**config.mk**
```make
export PLATFORM = sky130hd
export DESIGN_NAME = mcast_hash_filter
export DESIGN_NICKNAME = d
export VERILOG_FILES = /design/src/rtl/mhf_pkg.sv /design/src/rtl/mhf_crc_step.sv /design/src/rtl/mhf_bucket.sv /design/src/rtl/mhf_lookup.sv /design/src/rtl/mcast_hash_filter.sv
export SDC_FILE = /design/constraint.sdc
export NUM_CORES = 1
export LEC_CHECK = 0
export CAP_MARGIN = 20
export CORE_ASPECT_RATIO = 1.75
export CORE_UTILIZATION = 25
export CTS_BUF_LIST = sky130_fd_sc_hd__clkbuf_4
export DETAILED_ROUTE_END_ITERATION = 6
export PLACE_DENSITY = 0.45
export SYNTH_ARGS = -nofsm -noshare
export SYNTH_HDL_FRONTEND = slang
export SYNTH_HIERARCHICAL = 1
export SYNTH_SLANG_ARGS = --single-unit
```
**constraint.sdc**
```tcl
create_clock -name clk -period 1.9 [get_ports clk]
set_clock_uncertainty 0.05 [all_clocks]
set_input_delay 0.19 -clock clk [delete_from_list [all_inputs] [get_ports clk]]
set_output_delay 0.19 -clock clk [all_outputs]
set_load 0.02 [all_outputs]
```
**src/rtl/mhf_pkg.sv**
```systemverilog
package mhf_pkg;
   localparam int unsigned CRC_W  = 32;
   localparam int unsigned BYTE_W = 8;
   typedef logic [CRC_W-1:0]  crc_t;
   typedef logic [BYTE_W-1:0] byte_t;
endpackage

```
**src/rtl/mhf_crc_step.sv**
```systemverilog
module mhf_crc_step
   import mhf_pkg::*;
#(
   parameter crc_t POLY = 32'h04C1_1DB7
) (
   input  crc_t  crc_i,
   input  byte_t data_i,
   output crc_t  crc_o
);
   crc_t chain [BYTE_W+1];

   assign chain[0] = crc_i;

   for (genvar b = 0; b < BYTE_W; b++) begin : g_bit
      logic fb;
      assign fb = chain[b][CRC_W-1] ^ data_i[b];
      assign chain[b+1] = {chain[b][CRC_W-2:0], 1'b0} ^ (fb ? POLY : '0);
   end

   assign crc_o = chain[BYTE_W];
endmodule

```
**src/rtl/mhf_bucket.sv**
```systemverilog
module mhf_bucket
   import mhf_pkg::*;
#(
   parameter int unsigned IDX_W = 6
) (
   input  crc_t             crc_i,
   output logic [IDX_W-1:0] idx_o
);
   localparam int unsigned TOP_LSB = CRC_W - BYTE_W;

   // reversed top byte, upper IDX_W bits: idx MSB comes from the lowest top-byte bit
   for (genvar j = 0; j < IDX_W; j++) begin : g_rev
      assign idx_o[IDX_W-1-j] = ~crc_i[TOP_LSB+j];
   end
endmodule

```
**src/rtl/mhf_lookup.sv**
```systemverilog
module mhf_lookup #(
   parameter int unsigned TBL_W = 32,
   parameter int unsigned IDX_W = $clog2(2*TBL_W)
) (
   input  logic [TBL_W-1:0] lo_i,
   input  logic [TBL_W-1:0] hi_i,
   input  logic [IDX_W-1:0] idx_i,
   output logic             hit_o
);
   localparam int unsigned SEL_W = IDX_W - 1;

   logic [SEL_W-1:0] bit_sel;
   assign bit_sel = idx_i[SEL_W-1:0];

   always_comb begin
      if (idx_i[IDX_W-1]) hit_o = hi_i[bit_sel];
      else                hit_o = lo_i[bit_sel];
   end
endmodule

```
**src/rtl/mcast_hash_filter.sv**
```systemverilog
module mcast_hash_filter
   import mhf_pkg::*;
#(
   parameter int unsigned FULL_LEN = 6,
   parameter int unsigned GIGA_LEN = 5,
   parameter int unsigned TBL_W    = 32,
   parameter crc_t        POLY     = 32'h04C1_1DB7,
   parameter crc_t        SEED     = 32'hFFFF_FFFF,
   localparam int unsigned IDX_W   = $clog2(2*TBL_W)
) (
   input  logic             clk,
   input  logic             rst_n,
   input  logic             start_i,
   input  logic             valid_i,
   input  logic [7:0]       byte_i,
   input  logic             giga_i,
   input  logic [TBL_W-1:0] tbl_lo_i,
   input  logic [TBL_W-1:0] tbl_hi_i,
   output logic [IDX_W-1:0] idx_o,
   output logic             done_o,
   output logic             match_o
);
   localparam int unsigned CNT_W = $clog2(FULL_LEN + 1);

   if (IDX_W > BYTE_W) begin : g_bad_idx
      $error("bucket index wider than one CRC byte");
   end
   if (GIGA_LEN == 0 || GIGA_LEN > FULL_LEN) begin : g_bad_len
      $error("short hash length must be 1..FULL_LEN");
   end
   if ((1 << $clog2(TBL_W)) != TBL_W) begin : g_bad_tbl
      $error("table word width must be a power of two");
   end

   crc_t             crc_q, crc_nxt;
   logic [CNT_W-1:0] cnt_q, target;
   logic             active_q, giga_q, take, last;
   logic [IDX_W-1:0] idx_nxt;

   assign target = giga_q ? CNT_W'(GIGA_LEN) : CNT_W'(FULL_LEN);
   assign take   = active_q && valid_i && !start_i;
   assign last   = take && (cnt_q == target - CNT_W'(1));

   mhf_crc_step #(.POLY(POLY)) u_step (
      .crc_i (crc_q),
      .data_i(byte_i),
      .crc_o (crc_nxt)
   );

   mhf_bucket #(.IDX_W(IDX_W)) u_bucket (
      .crc_i(crc_nxt),
      .idx_o(idx_nxt)
   );

   always_ff @(posedge clk or negedge rst_n) begin
      if (!rst_n) begin
         crc_q    <= SEED;
         cnt_q    <= '0;
         active_q <= 1'b0;
         giga_q   <= 1'b0;
         idx_o    <= '0;
         done_o   <= 1'b0;
      end else if (start_i) begin
         crc_q    <= SEED;
         cnt_q    <= '0;
         active_q <= 1'b1;
         giga_q   <= giga_i;
         done_o   <= 1'b0;
      end else begin
         done_o <= 1'b0;
         if (take) begin
            crc_q <= crc_nxt;
            cnt_q <= cnt_q + CNT_W'(1);
         end
         if (last) begin
            active_q <= 1'b0;
            idx_o    <= idx_nxt;
            done_o   <= 1'b1;
         end
      end
   end

   mhf_lookup #(.TBL_W(TBL_W), .IDX_W(IDX_W)) u_lookup (
      .lo_i (tbl_lo_i),
      .hi_i (tbl_hi_i),
      .idx_i(idx_o),
      .hit_o(match_o)
   );
endmodule

```
* After elaboration in Yosys (flattened, before gate mapping)
Cells that the tools add are included.
** Storage, ports and cells
- Output and inout port bits :: 8
- Memory bits (writable) :: 0
- Memory bits (read-only) :: 0
- Memories :: 0
- Bits in latches :: 0
- Bits of input ports :: 77
- Bits in registers :: 44
** Cells by class
- Add/sub/neg operators :: 2
- Mux-type cells :: 22
- Bitwise logic cells :: 23
- Shift-type cells :: 0
- Divide/modulo/power cells :: 0
- $lt $le $gt $ge :: 1
- Eq/ne operators :: 1
- Multipliers :: 0
- Reductions and logical operators :: 7
** Operator list (count)
- $xor A32 B32 Y32 :: 8
- $mux W27 :: 8
- $mux W32 :: 2
- $bmux W1 S5 :: 2
- $xor A1 B1 Y1 :: 8
- $mux W1 :: 7
- $not A1 Y1 :: 7
- $lt A5 B6 Y1 const B :: 1
- $mux W3 :: 2
- $reduce_bool A2 Y1 :: 2
- $add A3 B1 Y3 const B :: 1
- $eq A3 B3 Y1 :: 1
- $logic_and A1 B1 Y1 :: 3
- $sub A3 B1 Y3 const B :: 1
- $mux W2 :: 1
- $reduce_and A2 Y1 :: 1
- $logic_not A1 Y1 :: 1

* Depth between registers and ports, before layout
- Depth after elaboration :: 26
- Mapped depth :: 7
- Gate-level depth less buffers :: 5

* Hierarchy
The synthesis kept the hierarchy.
** Modules (own cells, without submodules)
- mcast_hash_filter :: instances 1, cells each 106, area each 1652.8 um^2
- mhf_crc_step :: instances 1, cells each 66, area each 930.9 um^2
- mhf_lookup :: instances 1, cells each 62, area each 600.6 um^2
- mhf_bucket :: instances 1, cells each 6, area each 22.5 um^2

* Least setup slack after synthesis
No wires, ideal clock.
- Kind :: register to output
- From :: reg idx_o[0]
- To :: out match_o
- Setup slack :: -111 ps
- Arrival :: 1771 ps
- Cell stages (with the launch flop) :: 7
- Cells stage by stage :: dfrtp_1 > buf_6 > mux4_2 > o2111ai_1 > nand3_1 > a211oi_2 > a211oi_2
** Between the ends
- Longest elaborated chain between the ends :: 3
** RTL lines
- from (decl) :: line mcast_hash_filter.sv:19 : output logic [IDX_W-1:0] idx_o,
- from (signal assigned) :: line mcast_hash_filter.sv:77 : idx_o <= idx_nxt;
- $bmux W1 S5, on equally long branches :: line mhf_lookup.sv:17, mhf_lookup.sv:16
- $mux W1, on equally long branches :: line mhf_lookup.sv:17, mhf_lookup.sv:16
- $mux W1 (*) :: line mhf_lookup.sv:16 : if (idx_i[IDX_W-1]) hit_o = hi_i[bit_sel];
- to (decl) :: line mcast_hash_filter.sv:21 : output logic match_o
Every way passes the cells marked *; elsewhere a longest branch is shown, timed or not. The select of a mux whose other input is x is not followed.

* Worst setup path in the final report
Same ends and word-level chain as after synthesis.

==> run metrics <==
status=finished with violations; violated checks=setup timing; Setup CP Type=flop to primary output; RR Endpoint=crc_q[11]; # H-tree levels=2; Post-DRT Antenna Nets=0; global-route wire length before repair=14,500 um; fillers=1,224; final instance area=5090 um2; largest net degree at the start of global routing=34; worst skew pair latency=360 ps; FP Rows=54; drt first-iter violations=82; Yosys reg bits=44; WHS=265 ps; Detail Placement HPWL=7310 um; share of the synthesized area in the top cell type=26.2%; Slew Limit Headroom=64.8%; measured slew at the worst slew-check pin=528 ps; detailed-router iteration count before antenna repair=4; CP bufs+invs=1; post-synthesis sequential area ratio=35.6%; adder-cell share of the synthesized area=0.390%; CP most frequent cell=a211oi_4; Synth Cell Area=3210 um2; area grow syn2layout=58.8%; share of cells above drive strength 1=43.7%; Worst Slack Setup Final=-611 ps; Initial Util=25.7%; Synth Instances=240; die width=87.6 um; syn nets=318; CP cell instances=mux4_2, o2111ai_2, nand3_2, a211oi_4, a211oi_4, buf_2; Req. time, crit path=1660 ps; CP peak stage delay=560 ps; fin util=40.8%; Final Hold Fails=0; Cell Area, Placed=4680 um2; final-report setup violation count=2; Critical Path AT=2270 ps; Slowest-stage cell, CP=mux4_2; WL/cell=16.9 um; Clock Tree Root=clkbuf_4; clock tree buffer depth=2; I/O Pins=85; largest fanout on the critical path=3; routed vias/inst=4.38; synth warn=6; Pwr Density=1540 nW/um2; die span in y=152 um; Startpoint Class=flop; gr usage total=14.8%; main combinational cell family by area after synthesis=XOR/XNOR gates; number of global-route vias before repair=2,757; Congestion Overflow GR=0; xor and xnor area share after synthesis=29.5%; CTS tree=done; Area contributors post-synth=dfstp_2 26%, dfrtp_1 9.4%, xnor3_1 9.1%, xnor2_1 9.0%, o22a_1 8.7%; compound-cell area share of the yosys netlist=11.9%; post-route minimum period=2510 ps; delay-heaviest family, CP=compound AO/OA/AOI/OAI gates; clock sinks=44; RSZ-0062 raised after global routing=true; worst hold path type=input port to async pin; synthesized area per cell=13.4 um2; Worst R2R Start=crc_q[27]; Clk pin slew, worst setup/hold paths=130 ps; die area=13,300 um2; TritonCTS buffer count=5; crit share post-route=132%; drc violations=0; Cell variety after synth=40; maximum vdd drop=0.505 mV; r2r setup slk=-10 ps; Leak=0.00209 uW; Setup crit end kind=primary output; gpl congestion=0.821; via count=2,467; Simple-Gate Fraction of Synth Area=6.05%; Max Cap Viol=0; core area=12,500 um2; Slew Viols, Final=0; FF-to-FF path depth=5; initial antenna violation count=1; Yosys top cell by area=dfstp_2; # nets final=471; mux cell area share after synthesis=12.9%; fmax=398 MHz; port bufs=84; routed wire length=9520 um
-- repair_timing --
item | in CTS | in global routing
hold buffers | 1 | 0
buffers inserted | 11 | 6
endpoints found under the hold margin | 9 | 0
pin swaps | 14 | 13
endpoints found under the setup margin | 15 | 17
resized for setup | 25 | 19
-- cells by family (layout without fill, tap and decap cells) --
logic type / count (synthesis) / after routing
adders and majority gates: 1 / 1
DFF: 44 / 44
other: 0 / 1
and+or+nand+nor: 33 / 33
AOI/OAI and AO/OA: 43 / 43
xor gates and xnor gates: 67 / 67
muxes: 25 / 25
buffers and inverters: 27 / 181
-- cell usage after synthesis --
master,n
o211ai_1,1
nand2b_1,3
xor3_4,1
a2111oi_0,1
a211oi_1,1
a211oi_2,2
o2111ai_1,1
mux2i_1,5
a32oi_1,1
buf_4,1
clkbuf_1,9
a22oi_1,2
nand3b_4,1
dfstp_2,32
nor2_1,11
dfrtp_1,12
nor4_1,3
mux4_2,11
nor4b_4,1
ha_1,1
o22a_1,32
xnor3_1,13
nor3_1,2
nand2_1,4
nor2b_1,2
mux2_2,8
xnor2_4,3
xor3_1,3
xnor2_2,8
xnor2_1,33
inv_1,13
nand3_1,3
mux4_1,1
a221oi_2,1
xor2_1,6
nand4_1,1
and3_1,2
buf_6,1
buf_2,3
o22ai_1,1
-- sequential cells by signal, summed over array words and instances (netlist names) --
signal	count
active_q	1
cnt_q	3
crc_q	32
done_o	1
giga_q	1
idx_o	6
-- per-layer routing --
layer | vias to the layer above | wire length [um] | GRT usage (%)
met5 | - | 0 | 0
li1 | 1180 | - | -
met3 | 14 | 420 | 2.28
met4 | 0 | 278 | 6.48
met2 | 73 | 5660 | 30.1
met1 | 1200 | 3160 | 13.5
-- power breakdown --
part	switching [uW]	internal [uW]
clock	312	171
sequential	245	1360
combinational	2050	3720
-- layout by cell type, fill, tap and decap left out, drive strengths merged, types with 2 or more instances in the layout --
master,n
nor2,11
mux4,12
xnor3,13
dfrtp,12
nand2b,3
mux2,8
and3,2
xnor2,44
clkdlybuf4s50,80
clkbuf,7
xor2,6
o22a,32
inv,13
mux2i,5
a22oi,2
nor2b,2
nor4,3
nand3,3
buf,77
xor3,4
nand2,4
nor3,2
a211oi,3
dfstp,32
-- stage by stage --
stage / TNS [ps] / setup WS, ps / cells / total power, uW
after floorplan: 0 / 0.384 / 240 / 4820
after global placement: -6190 / -823 / 536 / 6530
after detailed placement: -6320 / -806 / 536 / 6560
after CTS: -683 / -643 / 556 / 7520
after global routing: -981 / -694 / 563 / 8410
final: -618 / -611 / 563 / 7860
-- cell type report --
| cell class | count | area (um2) | share of cell area, % |
|---|---|---|---|
| antenna | 1 | 2.50 | 0.0491 |
| clock inverter | 1 | 3.75 | 0.0737 |
| tap | 168 | 210 | 4.13 |
| sequential | 44 | 1140 | 22.5 |
| multi-input combinational | 169 | 2130 | 41.7 |
| inverter | 13 | 48.8 | 0.958 |
| clock buffer | 7 | 52.6 | 1.03 |
| timing repair buffer | 160 | 1510 | 29.6 |
-- worst max path at each step --
stage                 start  endpoint  slack (ps)  cells after the start
2_1_floorplan      idx_o[0]   match_o         0.4                      6
3_3_place_gp   tbl_hi_i[21]   match_o        -820                      7
3_5_place_dp   tbl_hi_i[21]   match_o        -810                      7
4_1_cts            idx_o[0]   match_o        -640                      7
5_1_grt            idx_o[0]   match_o        -690                      7
6_report           idx_o[0]   match_o        -610                      6
(Power assumes the default switching activity.)
